<file path="src/rtl/trap_pkg.sv">
package trap_pkg;
  typedef enum logic [2:0] {
    CS_NONE = 3'd0,
    CS_NMI  = 3'd1,
    CS_EXC  = 3'd2,
    CS_IRQ  = 3'd3,
    CS_RET  = 3'd4,
    CS_ESC  = 3'd5
  } cause_e;

  localparam int unsigned NSRC    = 3;
  localparam int unsigned IDX_NMI = 0;
  localparam int unsigned IDX_EXC = 1;
  localparam int unsigned IDX_IRQ = 2;
endpackage

</file>
<file path="src/rtl/trap_arb.sv">
module trap_arb
  import trap_pkg::*;
(
  input  logic            srst_i,
  input  logic            bl_i,
  input  logic            nmi_take_i,
  input  logic [NSRC-1:0] req_i,
  input  logic [NSRC-1:0] pend_i,
  input  logic            ret_i,
  input  logic            we_i,
  output logic            esc_o,
  output logic            acc_o,
  output logic            ret_o,
  output logic            wr_o,
  output logic [NSRC-1:0] grant_o,
  output cause_e          cause_o
);
  logic [NSRC-1:0] eff;
  logic            live;

  assign eff  = req_i | pend_i;
  assign live = !srst_i;

  // only a fresh exception escalates; a pending one waits for the bit to clear
  assign esc_o = live && req_i[IDX_EXC] && bl_i;

  always_comb begin
    grant_o = '0;
    if (live && !esc_o) begin
      if (eff[IDX_NMI] && (!bl_i || nmi_take_i))
        grant_o[IDX_NMI] = 1'b1;
      else if (eff[IDX_EXC] && !bl_i)
        grant_o[IDX_EXC] = 1'b1;
      else if (eff[IDX_IRQ] && !bl_i)
        grant_o[IDX_IRQ] = 1'b1;
    end
  end

  assign acc_o = |grant_o;
  assign ret_o = live && !esc_o && !acc_o && ret_i;
  assign wr_o  = live && !esc_o && !acc_o && !ret_i && we_i;

  always_comb begin
    cause_o = CS_NONE;
    if (esc_o)                 cause_o = CS_ESC;
    else if (grant_o[IDX_NMI]) cause_o = CS_NMI;
    else if (grant_o[IDX_EXC]) cause_o = CS_EXC;
    else if (grant_o[IDX_IRQ]) cause_o = CS_IRQ;
    else if (ret_o)            cause_o = CS_RET;
  end
endmodule

</file>
<file path="src/rtl/trap_pend.sv">
module trap_pend
  import trap_pkg::*;
(
  input  logic            clk_i,
  input  logic            rst_ni,
  input  logic            flush_i,
  input  logic [NSRC-1:0] req_i,
  input  logic [NSRC-1:0] grant_i,
  output logic [NSRC-1:0] pend_o
);
  for (genvar k = 0; k < NSRC; k++) begin : g_flag
    logic q;
    always_ff @(posedge clk_i or negedge rst_ni) begin
      if (!rst_ni)         q <= 1'b0;
      else if (flush_i)    q <= 1'b0;
      else if (grant_i[k]) q <= 1'b0;
      else if (req_i[k])   q <= 1'b1;
    end
    assign pend_o[k] = q;
  end
endmodule

</file>
<file path="src/rtl/trap_ctx.sv">
module trap_ctx #(
  parameter int unsigned W      = 32,
  parameter int unsigned BL_POS = 28,
  parameter logic [W-1:0] SR_RST = 32'h7000_00F0
) (
  input  logic         clk_i,
  input  logic         rst_ni,
  input  logic         srst_i,
  input  logic         esc_i,
  input  logic         acc_i,
  input  logic         ret_i,
  input  logic         wr_i,
  input  logic [W-1:0] pc_i,
  input  logic [W-1:0] wdata_i,
  output logic [W-1:0] sr_o,
  output logic [W-1:0] spc_o,
  output logic [W-1:0] ssr_o
);
  logic [W-1:0] sr_q, spc_q, ssr_q;
  logic [W-1:0] bl_mask;

  assign bl_mask = {{(W-1){1'b0}}, 1'b1} << BL_POS;

  always_ff @(posedge clk_i or negedge rst_ni) begin
    if (!rst_ni) begin
      sr_q  <= SR_RST;
      spc_q <= '0;
      ssr_q <= '0;
    end else if (srst_i) begin
      sr_q  <= SR_RST;
      spc_q <= '0;
      ssr_q <= '0;
    end else if (esc_i) begin
      sr_q  <= SR_RST;
    end else if (acc_i) begin
      spc_q <= pc_i;
      ssr_q <= sr_q;
      sr_q  <= sr_q | bl_mask;
    end else if (ret_i) begin
      sr_q  <= ssr_q;
    end else if (wr_i) begin
      sr_q  <= wdata_i;
    end
  end

  assign sr_o  = sr_q;
  assign spc_o = spc_q;
  assign ssr_o = ssr_q;

  AST_ACC_SAVE: assert property (@(posedge clk_i) disable iff (!rst_ni)
    acc_i |=> (spc_q == $past(pc_i)) && (ssr_q == $past(sr_q)) && sr_q[BL_POS]);
  AST_RET_SR: assert property (@(posedge clk_i) disable iff (!rst_ni)
    ret_i |=> sr_q == $past(ssr_q));
endmodule

</file>
<file path="src/rtl/trap_ctrl.sv">
module trap_ctrl
  import trap_pkg::*;
#(
  parameter int unsigned W         = 32,
  parameter int unsigned BL_POS    = 28,
  parameter logic [W-1:0] SR_RST    = 32'h7000_00F0,
  parameter logic [W-1:0] RESET_VEC = 32'hA000_0000
) (
  input  logic         clk_i,
  input  logic         rst_ni,
  input  logic         srst_i,
  input  logic         exc_req_i,
  input  logic         ubrk_req_i,
  input  logic         irq_req_i,
  input  logic         nmi_req_i,
  input  logic         nmi_take_i,
  input  logic         ret_i,
  input  logic         sr_we_i,
  input  logic [W-1:0] sr_wdata_i,
  input  logic [W-1:0] pc_i,
  input  logic [W-1:0] vec_i,
  output logic [W-1:0] sr_o,
  output logic [W-1:0] spc_o,
  output logic [W-1:0] ssr_o,
  output logic         redir_o,
  output logic [W-1:0] redir_pc_o,
  output logic [2:0]   cause_o,
  output logic         mrst_o,
  output logic         ubrk_o
);
  logic [NSRC-1:0] req, pend, grant;
  logic            esc, acc, ret_go, wr_go, bl;
  cause_e          cause;
  logic [W-1:0]    tgt;

  assign req[IDX_NMI] = nmi_req_i;
  assign req[IDX_EXC] = exc_req_i;
  assign req[IDX_IRQ] = irq_req_i;
  assign bl = sr_o[BL_POS];

  trap_arb u_arb (
    .srst_i     (srst_i),
    .bl_i       (bl),
    .nmi_take_i (nmi_take_i),
    .req_i      (req),
    .pend_i     (pend),
    .ret_i      (ret_i),
    .we_i       (sr_we_i),
    .esc_o      (esc),
    .acc_o      (acc),
    .ret_o      (ret_go),
    .wr_o       (wr_go),
    .grant_o    (grant),
    .cause_o    (cause)
  );

  trap_pend u_pend (
    .clk_i   (clk_i),
    .rst_ni  (rst_ni),
    .flush_i (srst_i || esc),
    .req_i   (req),
    .grant_i (grant),
    .pend_o  (pend)
  );

  trap_ctx #(.W(W), .BL_POS(BL_POS), .SR_RST(SR_RST)) u_ctx (
    .clk_i   (clk_i),
    .rst_ni  (rst_ni),
    .srst_i  (srst_i),
    .esc_i   (esc),
    .acc_i   (acc),
    .ret_i   (ret_go),
    .wr_i    (wr_go),
    .pc_i    (pc_i),
    .wdata_i (sr_wdata_i),
    .sr_o    (sr_o),
    .spc_o   (spc_o),
    .ssr_o   (ssr_o)
  );

  always_comb begin
    tgt = '0;
    if (esc)         tgt = RESET_VEC;
    else if (acc)    tgt = vec_i;
    else if (ret_go) tgt = spc_o;
  end

  always_ff @(posedge clk_i or negedge rst_ni) begin
    if (!rst_ni) begin
      redir_o    <= 1'b0;
      redir_pc_o <= '0;
      cause_o    <= 3'd0;
      mrst_o     <= 1'b0;
      ubrk_o     <= 1'b0;
    end else if (srst_i) begin
      redir_o    <= 1'b0;
      redir_pc_o <= '0;
      cause_o    <= 3'd0;
      mrst_o     <= 1'b0;
      ubrk_o     <= 1'b0;
    end else begin
      redir_o    <= esc || acc || ret_go;
      redir_pc_o <= tgt;
      cause_o    <= cause;
      mrst_o     <= esc;
      ubrk_o     <= ubrk_req_i;
    end
  end

  AST_ESC_JUMP: assert property (@(posedge clk_i) disable iff (!rst_ni)
    (exc_req_i && bl && !srst_i) |=> (mrst_o && redir_pc_o == RESET_VEC && sr_o == SR_RST && pend == '0));
  AST_IRQ_HELD: assert property (@(posedge clk_i) disable iff (!rst_ni)
    (irq_req_i && bl && !srst_i && !exc_req_i) |=> pend[IDX_IRQ]);
  AST_SRST_CLR: assert property (@(posedge clk_i) disable iff (!rst_ni)
    srst_i |=> (pend == '0) && sr_o[BL_POS] && !redir_o);
  AST_UBRK_FWD: assert property (@(posedge clk_i) disable iff (!rst_ni)
    !srst_i |=> ubrk_o == $past(ubrk_req_i));
  AST_ACC_VEC: assert property (@(posedge clk_i) disable iff (!rst_ni)
    (!srst_i && !bl && exc_req_i && !nmi_req_i && !pend[IDX_NMI]) |=> (redir_o && redir_pc_o == $past(vec_i) && cause_o == 3'd2));
endmodule

</file>
<file path="config.mk">
export PLATFORM = sky130hd
export DESIGN_NAME = trap_ctrl
export DESIGN_NICKNAME = d
export VERILOG_FILES = /design/src/rtl/trap_pkg.sv /design/src/rtl/trap_arb.sv /design/src/rtl/trap_pend.sv /design/src/rtl/trap_ctx.sv /design/src/rtl/trap_ctrl.sv
export SDC_FILE = /design/constraint.sdc
export NUM_CORES = 1
export LEC_CHECK = 0
export ABC_AREA = 1
export BUFFER_PORTS_ARGS = -buffer_cell sky130_fd_sc_hd__buf_2
export CORE_ASPECT_RATIO = 1.2
export CORE_MARGIN = 2
export CORE_UTILIZATION = 40
export CTS_CLUSTER_DIAMETER = 50
export CTS_CLUSTER_SIZE = 14
export DETAILED_ROUTE_END_ITERATION = 8
export HOLD_SLACK_MARGIN = 0.05
export PLACE_DENSITY = 0.73
export SETUP_SLACK_MARGIN = 0.05
export SLEW_MARGIN = 20
export SYNTH_ARGS = -nofsm -noshare
export SYNTH_HDL_FRONTEND = slang
export SYNTH_SLANG_ARGS = --single-unit
</file>
<file path="constraint.sdc">
create_clock -name clk_i -period 2.3 [get_ports clk_i]
set_input_delay 0.115 -clock clk_i [delete_from_list [all_inputs] [get_ports clk_i]]
set_output_delay 0.115 -clock clk_i [all_outputs]
set_load 0.02 [all_outputs]
</file>
==> results.toml, run 1 <==
[placement]
io_buffer_count = 239
globalplace.congestion = 0.813
placed_cell_area_um2 = 7020
placed_cells = 1024
dp_hpwl_um = 11200

[clock_network]
clk_pin_slew_worst_paths_ns = 0.06
cts_setup_buffers = 0
cts_sinks = 137
cts_inserted_buffers = 17
htree_num_levels = 4
insertion_delay_ns = 0.41
cts_tree = "built"
clockRootBuffer = "clkbuf_16"
clockBufferDepth = 2

[timing]
relSlewSlack = 0.536
slew_viol_final = 0
setup_viol = 0
fin_crit_ns = 2.00
finalClockSkew_ns = 0.0134
rsz0062_at_grt = "false"
tns_ns = 0
tightest_slew_ns = 0.696
holdWs_ns = 0.0767
max_freq_mhz = 499
hold_viol = 0
period_share = 0.872

[critical_path]
crit_fanout = 35
arrival_ns = 2.35
slowest_delay_ns = 0.40
worstPathRequired_ns = 2.64
cp_num_buf_inv = 3
cpMaxStageDelayCell = "dfstp_2"
critPathTopFamily = "buffers and inverters"
endpoint_kind = "flip-flop"
path_cells = "a21oi_4 -> buf_6 -> nand4_1 -> o21bai_1 -> nand2_2 -> buf_4 -> inv_1 -> nand2_1 -> nand3_1"
critical_path_class = "reg2reg"
cp-start-kind = "flip-flop"

[cells_and_area]
fin_cells = 1131
design_area_um2 = 8410
syn2layout_area_growth_pct = 48.8
diodes = 0
final_nets = 1053
final_common_cell = "buf_2"
drive_gt1_frac = 0.315
layout_common_cells = "buf_2 (238), nand2_1 (189), dfrtp_1 (130)"

[yosys]
synth_warnings = 0
synth_fp_nets = 744
synth_cells = 638
syn_area_per_cell_um2 = 8.86
synth_seq_cells = 137
syn-cell-area_um2 = 5650
ys_types = 28
synth-seq-area-share = 0.608

[global_routing]
antenna_found_initial = 0
grtUsageMet1 = 0.276
grtUsageMet2 = 0.409
grt_max_degree = 96
grt_overflow = 0
grt_pass1_vias = 5561
grt_pass1_wl_um = 27900
met3_usage = 0.0515
top_usage_layer = "met2"
grt.total_usage = 0.234

[pwr]
power.density_nw_per_um2 = 791
p_leak_nw = 4.46
ir_drop_uv = 502

[route]
first_iter_violations = 426
first_pass_iters = 5
routed_via_density = 4.84
vias = 5476
drc = 0
ant_nets = 0
wire_per_inst_um = 15.4
wirelength_um = 17400

[hold_path]
hp-class = "in2reg"

[die]
num_io_pins = 240
row_count = 47
fp.dieW_um = 112
die_area_um2 = 15100
start_util = 0.409
core_um2 = 13800
fp.dieH_um = 134

[job]
drv_cap = 0

[run_status]
status = "finished clean"
-- cells by family after synthesis --
logic type             count (synthesis)  synth area share
AOI/OAI and AO/OA                    152             0.143
buffers and inverters                110            0.0790
DFF                                  137             0.608
and+or+nand+nor                      239             0.170
-- metal layers --
layer	part of all wire	wire length (µm)	vias to the layer above
met4	0.026	447	0
met5	0	0	-
met2	0.52	8980	223
met3	0.054	939	35
li1	-	-	2649
met1	0.41	7060	2569
-- synth_stat cells --
cell type | instances | area [µm²]
nand2_2 | 3 | 18.8
o21ai_2 | 1 | 8.76
nand3_1 | 40 | 200
a31o_2 | 1 | 8.76
a21oi_1 | 27 | 135
clkbuf_2 | 1 | 5.00
nor2_1 | 4 | 15.0
o21ai_0 | 112 | 561
dfrtp_1 | 130 | 3250
inv_1 | 68 | 255
nand2_1 | 189 | 709
inv_2 | 3 | 11.3
clkbuf_1 | 18 | 67.6
o221ai_1 | 1 | 8.76
nor3_1 | 1 | 5.00
clkinv_1 | 1 | 3.75
buf_2 | 15 | 75.1
inv_4 | 1 | 6.26
a31oi_4 | 1 | 21.3
o22ai_1 | 1 | 6.26
and3_1 | 1 | 6.26
o21bai_1 | 1 | 7.51
dfstp_2 | 7 | 184
o211ai_1 | 1 | 7.51
nand4_1 | 1 | 6.26
a21oi_4 | 1 | 16.3
buf_4 | 3 | 22.5
o21ai_1 | 5 | 25.0
-- worst register-to-register path, cell delays in order (launching register included) --
cell and delay [ns]:
dfstp_2 0.40, a21oi_4 0.17, buf_6 0.28, nand4_1 0.26, o21bai_1 0.21, nand2_2 0.10, buf_4 0.20, inv_1 0.16
nand2_1 0.08, nand3_1 0.07
-- stage by stage --
| step | util | worst slack, ns | power, mW |
|---|---|---|---|
| 2_1_floorplan | - | 0.583 | 3.28 |
| 3_3_place_gp | 0.508 | 0.274 | 3.72 |
| 3_5_place_dp | 0.508 | 0.194 | 3.74 |
| 4_1_cts | 0.607 | 0.169 | 6.71 |
| 5_1_grt | 0.608 | 0.0938 | 6.94 |
| 6_report | 0.608 | 0.295 | 6.65 |
-- flip-flops by register name (all words and copies together), names as in the netlist --
register / cells
redir_o: 1
u_pend.g_flag.q: 3
mrst_o: 1
u_ctx.sr_o: 32
u_ctx.ssr_o: 32
redir_pc_o: 32
cause_o: 3
ubrk_o: 1
u_ctx.spc_o: 32
-- repair_timing --
item                       4_1_cts  5_1_grt
gates resized for setup          0        3
hold buffers                    75        0
setup endpoints to repair        0       25
hold endpoints to repair       124        0
-- area by class of cell --
class                           instances  area [µm²]
Clock buffer                           20         457
Clock inverter                         12         164
Fill cell                            1177        5410
Inverter                               73         277
Multi-Input combinational cell        391        1770
Sequential cell                       137        3440
Tap cell                              171         214
Timing Repair Buffer                  327        2080
-- worst paths after layout --
kind	start	endpoint	slack, ns	cells after the start
worst min-delay path	sr_wdata_i[28]	u_ctx.sr_o[28]$_DFFE_PN1P_	0.08	5
worst max-delay path	u_ctx.sr_o[28]$_DFFE_PN1P_	u_ctx.sr_o[7]$_DFFE_PN1P_	0.30	9
worst max register to register	u_ctx.sr_o[28]$_DFFE_PN1P_	u_ctx.sr_o[7]$_DFFE_PN1P_	0.30	9
worst min register to register	u_ctx.sr_o[19]$_DFFE_PN0P_	u_ctx.ssr_o[19]$_DFFE_PN0P_	0.50	2
max in group asynchronous	rst_ni	u_ctx.sr_o[28]$_DFFE_PN1P_	1.34	3
min in group asynchronous	rst_ni	u_ctx.ssr_o[14]$_DFFE_PN0P_	0.18	2
-- power breakdown --
| group | total, mW | leakage (nW) | switching [mW] | internal [mW] |
|---|---|---|---|---|
| logic | 1.11 | 2.33 | 0.710 | 0.398 |
| clock network | 2.85 | 0.290 | 1.07 | 1.78 |
| registers | 2.69 | 1.84 | 0.102 | 2.59 |
(Power assumes the default switching activity.)
==> run 2, diff against run 1 <==
ABC_AREA = not set   (was 1)
GPL_ROUTABILITY_DRIVEN = 1   (was not set)
PLACE_DENSITY = 0.72   (was 0.73)
==> results.toml, run 2 <==
[yosys]
synth_edf_count = 0
yosys-top-cells-count = "dfrtp_1 (130), nor2b_1 (67), mux2_1 (50), mux2_2 (39), a22o_1 (31)"
synth_cells = 461
synth-seq-area-share = 0.569
synth.area.top_cells = "dfrtp_1 (54%), mux2_1 (9.3%), mux2_2 (7.3%)"
synth_top_area_frac = 0.539
synth_fp_nets = 567
synth_warnings = 0
synth.most_common_cell = "dfrtp_1"
synthFlopType = "dfrtp_1"
synth_async_sr_flop_share = 1.00
synth_seq_cells = 137
syn_area_per_cell_um2 = 13.1
syn-cell-area_um2 = 6040
synth_top_area_cell = "dfrtp_1"
ys_types = 35

[clock_network]
insertion_delay_ns = 0.41
cts_tree = "built"
clockBufferDepth = 2
cts_sinks = 137
clockRootBuffer = "clkbuf_16"
htree_num_levels = 4
cts_inserted_buffers = 17
clk_pin_slew_worst_paths_ns = 0.06
cts_setup_buffers = 0

[placement]
post-place-ws_ns = 0.0295
globalplace.congestion = 0.749
io_buffer_count = 239
dp_hpwl_um = 11400

[timing]
hold_viol = 0
tns_ns = 0
slew_viol_final = 0
tightest_slew_ns = 0.626
period_share = 0.958
relSlewSlack = 0.583
rsz0062_at_grt = "true"
finalClockSkew_ns = 0.00475
fin_crit_ns = 2.20
max_freq_mhz = 454
setup_viol = 0
fin_ws_ns = 0.0974

[hold_path]
min_path_cells = 4
hp-class = "in2reg"

[global_routing]
grt_overflow = 0
grt.total_usage = 0.222
antenna_found_initial = 0
grtUsageMet2 = 0.392
grt_pass1_wl_um = 27800
top_usage_layer = "met2"
met3_usage = 0.0612
grtUsageMet1 = 0.253
grt_pass1_vias = 5505
grt_max_degree = 63

[cells_and_area]
final_common_cell = "buf_2"
syn2layout_area_growth_pct = 48.6
layout_common_cells = "buf_2 (238), dfrtp_1 (130), dlygate4sd3_1 (74)"
final_nets = 881
drive_gt1_frac = 0.437

[route]
ant_nets = 0
drc = 0
vias = 4999
first_iter_violations = 244
wirelength_um = 17300
first_pass_iters = 4
wire_per_inst_um = 17.4
routed_via_density = 5.03

[run_status]
status = "finished clean"

[die]
row_count = 49
core_um2 = 14900
start_util = 0.405
num_io_pins = 240
fp.dieW_um = 116
fp.dieH_um = 139
die_area_um2 = 16100

[critical_path]
critical_path_class = "reg2reg"
endpoint_kind = "flip-flop"
worstPathRequired_ns = 2.60
crit_fanout = 49
arrival_ns = 2.50
cp-start-kind = "flip-flop"
r2r_cells = 6

[job]
drv_cap = 0

[pwr]
power.total_mw = 6.58
p_leak_nw = 4.80
ir_drop_uv = 421
power.density_nw_per_um2 = 733
==> run 2: stage by stage <==
| step | instance area, µm² | cells | util | hold slack (ns) |
|---|---|---|---|---|
| finish | 8970 | 993 | 0.602 | 0.0829 |
| global placement | 7530 | 886 | 0.505 | 0.0459 |
| CTS | 8950 | 992 | 0.601 | 0.0740 |
| detailed placement | 7530 | 886 | 0.505 | 0.0491 |
| global route | 8970 | 992 | 0.602 | 0.0890 |
| floorplan | 6040 | 461 | - | -0.181 |
==> run 2: layout make-up <==
class	instances	area [µm²]
fill	1198	5920
sequential	137	3440
multi-input combinational	287	2450
timing repair buffer	331	2150
clock buffer	22	494
tap	204	255
clock inverter	10	186
inverter	1	3.75
antenna	1	2.50
==> run 2: path summary, 6_finish.rpt <==
kind                                                  from                           to  slack, ns
worst max-delay path            u_ctx.sr_o[28]$_DFFE_PN1P_  u_ctx.ssr_o[20]$_DFFE_PN0P_        0.1
worst min-delay path                             vec_i[31]     redir_pc_o[31]$_DFF_PN0_       0.08
worst max register to register  u_ctx.sr_o[28]$_DFFE_PN1P_  u_ctx.ssr_o[20]$_DFFE_PN0P_        0.1
worst min register to register  u_ctx.spc_o[2]$_DFFE_PN0P_      redir_pc_o[2]$_DFF_PN0_       0.51
max in group asynchronous                           rst_ni  u_ctx.spc_o[22]$_DFFE_PN0P_       1.30
min in group asynchronous                           rst_ni   u_ctx.sr_o[25]$_DFFE_PN0P_       0.16
==> run 2: power breakdown <==
part,switching [mW],leakage [nW],internal [mW]
clock network,1.01,0.337,2.07
registers,0.0710,1.85,2.53
logic,0.487,2.62,0.412
total,1.57,4.80,5.01
==> run 2: cell families (layout without fill, tap and decap cells) <==
group,after synthesis,count (layout),synth area share
simple gates,118,118,0.114
buf+inv,37,364,0.0321
compound gates,54,54,0.0758
other cells,0,1,0
flops,137,137,0.569
mux,115,115,0.209
==> run 2: critical path, cell delays in order, from the launching register on <==
cell and delay (ns):
dfstp_2 0.40, or3_4 0.43, o32ai_4 0.39, buf_6 0.19
a21oi_4 0.07, buf_12 0.24, mux2_1 0.35
==> run 2: repair_timing <==
| action | 4_1_cts | 5_1_grt |
|---|---|---|
| cloned | 0 | 0 |
| endpoints found under the hold margin | 166 | 0 |
| setup endpoints to repair | 71 | 119 |
| hold buffers | 74 | 0 |
| gates resized for setup | 0 | 5 |
| pin swaps | 0 | 0 |
==> run 2: routing by layer <==
layer	part of all wire	wire length (µm)
met1	0.40	6890
met2	0.52	8900
met3	0.065	1130
met4	0.021	361
met5	0	0
==> run 3, diff against run 2 <==
CAP_MARGIN = 30   (was not set)
clock period = 2.41 ns   (was 2.3 ns; I/O delays follow)
==> results.toml, run 3 (same netlist as run 2, synthesis figures left out) <==
[run_status]
status = "finished clean"

[clock_network]
clockBufferDepth = 2
cts_inserted_buffers = 17
clk_pin_slew_worst_paths_ns = 0.06
cts_sinks = 137
htree_num_levels = 4
insertion_delay_ns = 0.42
clockRootBuffer = "clkbuf_16"
cts_tree = "built"

[global_routing]
grt_max_degree = 70
top_usage_layer = "met2"
grt_pass1_vias = 5369
grt.total_usage = 0.221
grt_pass1_wl_um = 27800
grtUsageMet1 = 0.268
antenna_found_initial = 0
grtUsageMet2 = 0.374
grt_overflow = 0
met3_usage = 0.0651

[pwr]
seqPwrFrac = 0.414
switching_share = 0.250
power.share.combinational = 0.145
power.total_mw = 5.99
pwr-share-clk = 0.440
ir_drop_uv = 439
power_switching_mw = 1.50
power.density_nw_per_um2 = 670
p_leak_nw = 4.79
intPower_mw = 4.49

[route]
wire_per_inst_um = 17.5
ant_nets = 0
first_pass_iters = 4
vias = 5026
wirelength_um = 17400
routed_via_density = 5.05
first_iter_violations = 236
drc = 0

[critical_path]
crit_fanout = 21
critical_path_class = "reg2reg"
path_cells = "or3_1 -> o32ai_4 -> buf_4 -> buf_6 -> nor3_1 -> mux2_1"
arrival_ns = 2.54
slowest_delay_ns = 0.49
r2r_slack_ns = 0.16
cpMaxStageDelayCell = "or3_1"
endpoint_kind = "flip-flop"
worstPathRequired_ns = 2.70
cp-start-kind = "flip-flop"

[die]
fp.dieH_um = 139
core_um2 = 14900
fp.dieW_um = 116
die_area_um2 = 16100
num_io_pins = 240
row_count = 49
start_util = 0.405

[hold_path]
hp-class = "in2reg"

[timing]
tightest_slew_ns = 0.786
finalClockSkew_ns = 0.00808
hold_viol = 0
slew_viol_final = 0
setup_viol = 0
fin_crit_ns = 2.25
period_share = 0.932
rsz0062_at_grt = "false"
relSlewSlack = 0.476
max_freq_mhz = 445

[placement]
dp_hpwl_um = 11400
io_buffer_count = 239
globalplace.congestion = 0.803

[cells_and_area]
drive_gt1_frac = 0.437
final_nets = 884
diodes = 0
layout_common_cells = "buf_2 (238), dfrtp_1 (130), dlygate4sd3_1 (73)"
final_common_cell = "buf_2"
syn2layout_area_growth_pct = 47.9
final_core_util = 0.600

[job]
drv_cap = 0
==> run 3: changes by cell type in the layout (fill, tap and decap cells not counted), sizes merged, moves of 2 or more <==
cell,previous run,this run
clkbuf,22,20
buf,257,261
clkinv,5,9
bufinv,5,3
==> run 3: through the flow <==
step	setup TNS (ns)	std cells	hold WS [ns]	setup WS, ns	area (µm²)
global route	0	995	0.0757	0.0734	8930
floorplan	0	461	-0.175	0.154	6040
detailed placement	-0.0176	886	0.133	-0.00473	7540
global placement	0	886	0.127	0.0834	7540
CTS	0	994	0.0531	0.0868	8920
finish	0	995	0.0728	0.164	8930
==> run 3: metal layers <==
metal  vias up  wire length, µm
met2       210             8710
met1      2514             7060
li1       2271                -
met3        31             1210
met4         0              395
met5         -                0
==> run 3: worst paths after layout <==
check                                       startpoint                     endpoint  cells past startpoint
min in group asynchronous                       rst_ni  u_ctx.ssr_o[23]$_DFFE_PN0P_                      2
setup reg to reg            u_ctx.sr_o[28]$_DFFE_PN1P_   u_ctx.sr_o[18]$_DFFE_PN0P_                      6
setup / recovery            u_ctx.sr_o[28]$_DFFE_PN1P_   u_ctx.sr_o[18]$_DFFE_PN0P_                      6
hold / removal                               vec_i[31]     redir_pc_o[31]$_DFF_PN0_                      4
max in group asynchronous                       rst_ni      redir_pc_o[7]$_DFF_PN0_                      3
hold reg to reg            u_ctx.spc_o[28]$_DFFE_PN0P_     redir_pc_o[28]$_DFF_PN0_                      1
==> run 3: repair_timing <==
item / CTS / global route
pin swaps: 1 / 1
hold buffers: 73 / 0
setup buffers: 3 / 1
hold endpoints to repair: 129 / 0
setup endpoints to repair: 47 / 51
resized for setup: 1 / 2
==> run 3: layout make-up <==
cell class	instances	area [µm²]
clock inverter	12	149
fill	1199	5960
timing repair buffer	334	2190
tap	204	255
clock buffer	20	457
multi-input combinational	287	2440
sequential	137	3440
inverter	1	3.75
==> run 3: critical path, delay by kind of cell, from the launching register on <==
kind,cells,cell delay [ns]
flops,1,0.40
compound gates,1,0.35
mux,1,0.30
simple gates,2,0.57
buf+inv,2,0.51
==> run 3: power groups by stage <==
stage	Combinational, mW	Sequential (mW)	Clock (mW)
2_1_floorplan	0.295	2.64	0
3_3_place_gp	0.748	2.51	0
3_5_place_dp	0.766	2.52	0
4_1_cts	0.871	2.48	2.71
5_1_grt	0.935	2.49	2.80
6_report	0.871	2.48	2.64
